### src/rtl/shift_rot_unit.sv
module shift_rot_unit #(
  parameter int W = 16,
  localparam int AW = $clog2(W)
) (
  input  logic          clk,
  input  logic          rst_n,
  input  logic [W-1:0]  a_in,
  input  logic          c_in,
  input  logic          arith,
  input  logic          minus,
  input  logic          thru_c,
  input  logic          rot_en,
  input  logic [AW-1:0] rot_amt,
  output logic [W-1:0]  y_out,
  output logic          c_out
);

  logic [W-1:0] stage [AW+1];
  assign stage[0] = a_in;

  genvar s;
  generate
    for (s = 0; s < AW; s++) begin : g_rot
      localparam int SH = 1 << s;
      assign stage[s+1] = rot_amt[s]
        ? {stage[s][W-1-SH:0], stage[s][W-1:W-SH]}
        : stage[s];
    end
  endgenerate

  logic         fill_r;
  logic [W-1:0] one_y;
  logic         one_c;

  assign fill_r = thru_c ? c_in : (arith & a_in[W-1]);

  always_comb begin
    if (minus) begin
      one_y = {fill_r, a_in[W-1:1]};
      one_c = a_in[0];
    end else begin
      one_y = {a_in[W-2:0], thru_c & c_in};
      one_c = a_in[W-1];
    end
  end

  always_ff @(posedge clk) begin
    if (!rst_n) begin
      y_out <= '0;
      c_out <= 1'b0;
    end else if (rot_en) begin
      y_out <= stage[AW];
      c_out <= c_in;
    end else begin
      y_out <= one_y;
      c_out <= one_c;
    end
  end

endmodule


### config.mk
export PLATFORM = sky130hd
export DESIGN_NAME = shift_rot_unit
export DESIGN_NICKNAME = d
export VERILOG_FILES = /design/src/rtl/shift_rot_unit.sv
export SDC_FILE = /design/constraint.sdc
export NUM_CORES = 1
export LEC_CHECK = 0
export BUFFER_PORTS_ARGS = -buffer_cell sky130_fd_sc_hd__buf_2
export CAP_MARGIN = 20
export CORE_UTILIZATION = 51
export CTS_CLUSTER_DIAMETER = 200
export DETAILED_ROUTE_END_ITERATION = 10
export GPL_ROUTABILITY_DRIVEN = 0
export HOLD_SLACK_MARGIN = 0.15
export PLACE_DENSITY = 0.84
export SETUP_SLACK_MARGIN = 0.05
export SYNTH_ARGS = -nofsm -noshare
export SYNTH_HDL_FRONTEND = slang
export SYNTH_SLANG_ARGS = --single-unit
### constraint.sdc
create_clock -name clk -period 1.5 [get_ports clk]
set_input_delay 0.075 -clock clk [delete_from_list [all_inputs] [get_ports clk]]
set_output_delay 0.075 -clock clk [all_outputs]
set_load 0.03 [all_outputs]
==> impl_metrics.py <==
metrics = {
    "timing": {
        "rsz0062_at_grt": "no",
        "worstMarginPinSlew_ns": 0.961,
        "setup_ws_ns": 0.260,
        "slew_viol_final": 0,
        "setup_viol": 0,
        "period_share": 0.827,
        "min_period_ns": 1.24,
        "hold_viol": 0,
        "setup-tns-final_ns": 0,
        "holdWs_ns": 0.210,
        "timing.fmax_mhz": 806,
        "slew_headroom": 0.358,
    },
    "job": {
        "cap_violations": 0,
    },
    "route": {
        "vias": 1274,
        "viasPerCell": 6.71,
        "routed_wl_um": 3340,
        "wire_per_inst_um": 17.6,
        "drtIter0Drc": 62,
        "ant_nets": 0,
        "drt_drc_violations_left": 0,
        "dr.pass1.iters": 4,
    },
    "die": {
        "die_h_um": 54.6,
        "die_w_um": 54.6,
        "coreArea_um2": 2540,
        "core.rowCount": 18,
        "num_io_pins": 44,
        "initial_core_util": 0.554,
        "die-area_um2": 2980,
    },
    "global_route": {
        "grt_max_degree": 20,
        "grt_pass1_vias": 1080,
        "track_usage": 0.249,
        "antenna_found_initial": 0,
        "grt_overflow": 0,
        "grt_pass1_wl_um": 5170,
    },
    "cells_and_area": {
        "fill_cells": 206,
        "final_area_um2": 1670,
        "final_common_cell": "buf_2",
        "num-nets-final": 188,
        "area_growth_pct": 18.5,
        "layout.cells.non_filler": 190,
        "final_util": 0.656,
        "insertedDiodeCount": 0,
        "final_cell_mix": "43 x buf_2, 17 x mux2i_1, 17 x nand2_1, 17 x dfxtp_1, 16 x o221ai_1",
        "drive_gt1_frac": 0.444,
    },
    "synth": {
        "synth_top_area_share": 0.242,
        "ys_warn_count": 0,
        "syn_nets": 146,
        "synth_cell_types": 21,
        "syn_inst": 119,
        "yosysTopAreaCell": "dfxtp_1",
        "ys_seq_area_frac": 0.242,
        "synthesis.area_um2": 1410,
        "avgSynthCellArea_um2": 11.8,
        "ys_seq_elements": 17,
        "synthTopCellsByArea": "dfxtp_1 24%, mux4_1 15%, mux4_2 13%, mux2i_1 12%, mux2_2 11%",
    },
    "run_status": {
        "status": "complete, no violations",
    },
    "cts": {
        "cts_resized": 0,
        "cts-buffers-inserted": 3,
        "cts_hold_buffers": 2,
        "clk_pin_slew_ns": 0.09,
        "cts_tree": "built",
        "htree_levels": 1,
        "root_buffer": "clkbuf_4",
        "clk_path_buf_depth": 2,
        "cts.sinks": 17,
        "postCtsSetupBuffers": 0,
    },
    "setup_path": {
        "slowest_stage": "dlygate4sd3_1",
        "worstPathCellList": "buf_2 -> mux2i_1 -> o21ai_0 -> and2_1 -> dlygate4sd3_1",
        "crit_arrival_ns": 1.41,
        "worstSetupPathType": "in2reg",
        "max_stage_delay_ns": 0.54,
        "path_max_fanout": 19,
        "start_kind": "input pin",
        "cp.required_ns": 1.67,
        "worst_setup_path_end_kind": "flip-flop",
    },
    "placement": {
        "pre_cts_slack_ns": 0.0337,
        "port-buffer-count": 43,
        "dpl_cell_area_um2": 1620,
        "dpl.cell_count": 184,
    },
    "power": {
        "leakagePower_nw": 0.742,
        "share_comb_of_total_power": 0.412,
        "share_seq_of_total_power": 0.403,
        "pwr-share-clk": 0.185,
        "p_int_mw": 0.818,
        "switchingPower_mw": 0.429,
        "swShare": 0.344,
        "vdd_drop_max_uv": 564,
        "powerDensity_nw_per_um2": 748,
        "total_power_mw": 1.25,
    },
    "min_path": {
        "hold_class": "in2reg",
    },
}
worst paths after layout:
check                 cells past startpoint  slack (ns)  endpoint     from
worst max-delay path                      5        0.26     c_out    minus
worst min-delay path                      4        0.21  y_out[3]  a_in[4]
logic make-up after synthesis:
| kind of cell | share of synthesized area |
|---|---|
| AOI/OAI and AO/OA | 0.115 |
| muxes | 0.510 |
| buffers and inverters | 0.0524 |
| DFF | 0.242 |
| and+or+nand+nor | 0.0808 |
critical path: cells and delay by family:
kind	cells	cell delay, ns
muxes	1	0.22
buffers and inverters	2	0.88
AOI/OAI and AO/OA	1	0.08
and+or+nand+nor	1	0.15
layout make-up:
class,count,area [um2],share of cell area
clock buffer,4,26.3,0.0157
multi-input combinational,91,995,0.596
sequential,17,340,0.204
tap,30,37.5,0.0225
timing repair buffer,48,270,0.162
metal layers:
metal	wire, um	share of wire	global-route usage	vias up
met3	360	0.11	0.0250	6
met1	1300	0.39	0.330	589
met2	1620	0.48	0.409	100
li1	-	-	-	579
met4	61	0.018	0.111	0
met5	0	0	0	-
sequential cells by signal, summed over array words and instances, names as in the netlist:
| register | flops |
|---|---|
| y_out | 16 |
| c_out | 1 |
Yosys cell counts:
library cell / number
a21o_1: 1
a311o_1: 1
and2_1: 1
buf_12: 1
buf_2: 4
buf_4: 1
buf_6: 1
clkbuf_1: 4
dfxtp_1: 17
mux2_2: 14
mux2i_1: 17
mux4_1: 8
mux4_2: 8
nand2_1: 17
nand2b_1: 1
nand3_1: 1
nand3b_1: 3
nor2_1: 1
nor2b_1: 1
o21ai_0: 1
o221ai_1: 16
power by group through the flow:
stage | combinational, mW | clock, mW | sequential [mW]
after floorplan | 0.262 | 0 | 0.611
after global placement | 0.486 | 0 | 0.514
after detailed placement | 0.500 | 0 | 0.514
after CTS | 0.506 | 0.231 | 0.504
after global routing | 0.550 | 0.246 | 0.509
final | 0.514 | 0.230 | 0.503
No activity file was read; power rests on OpenSTA's default activity.
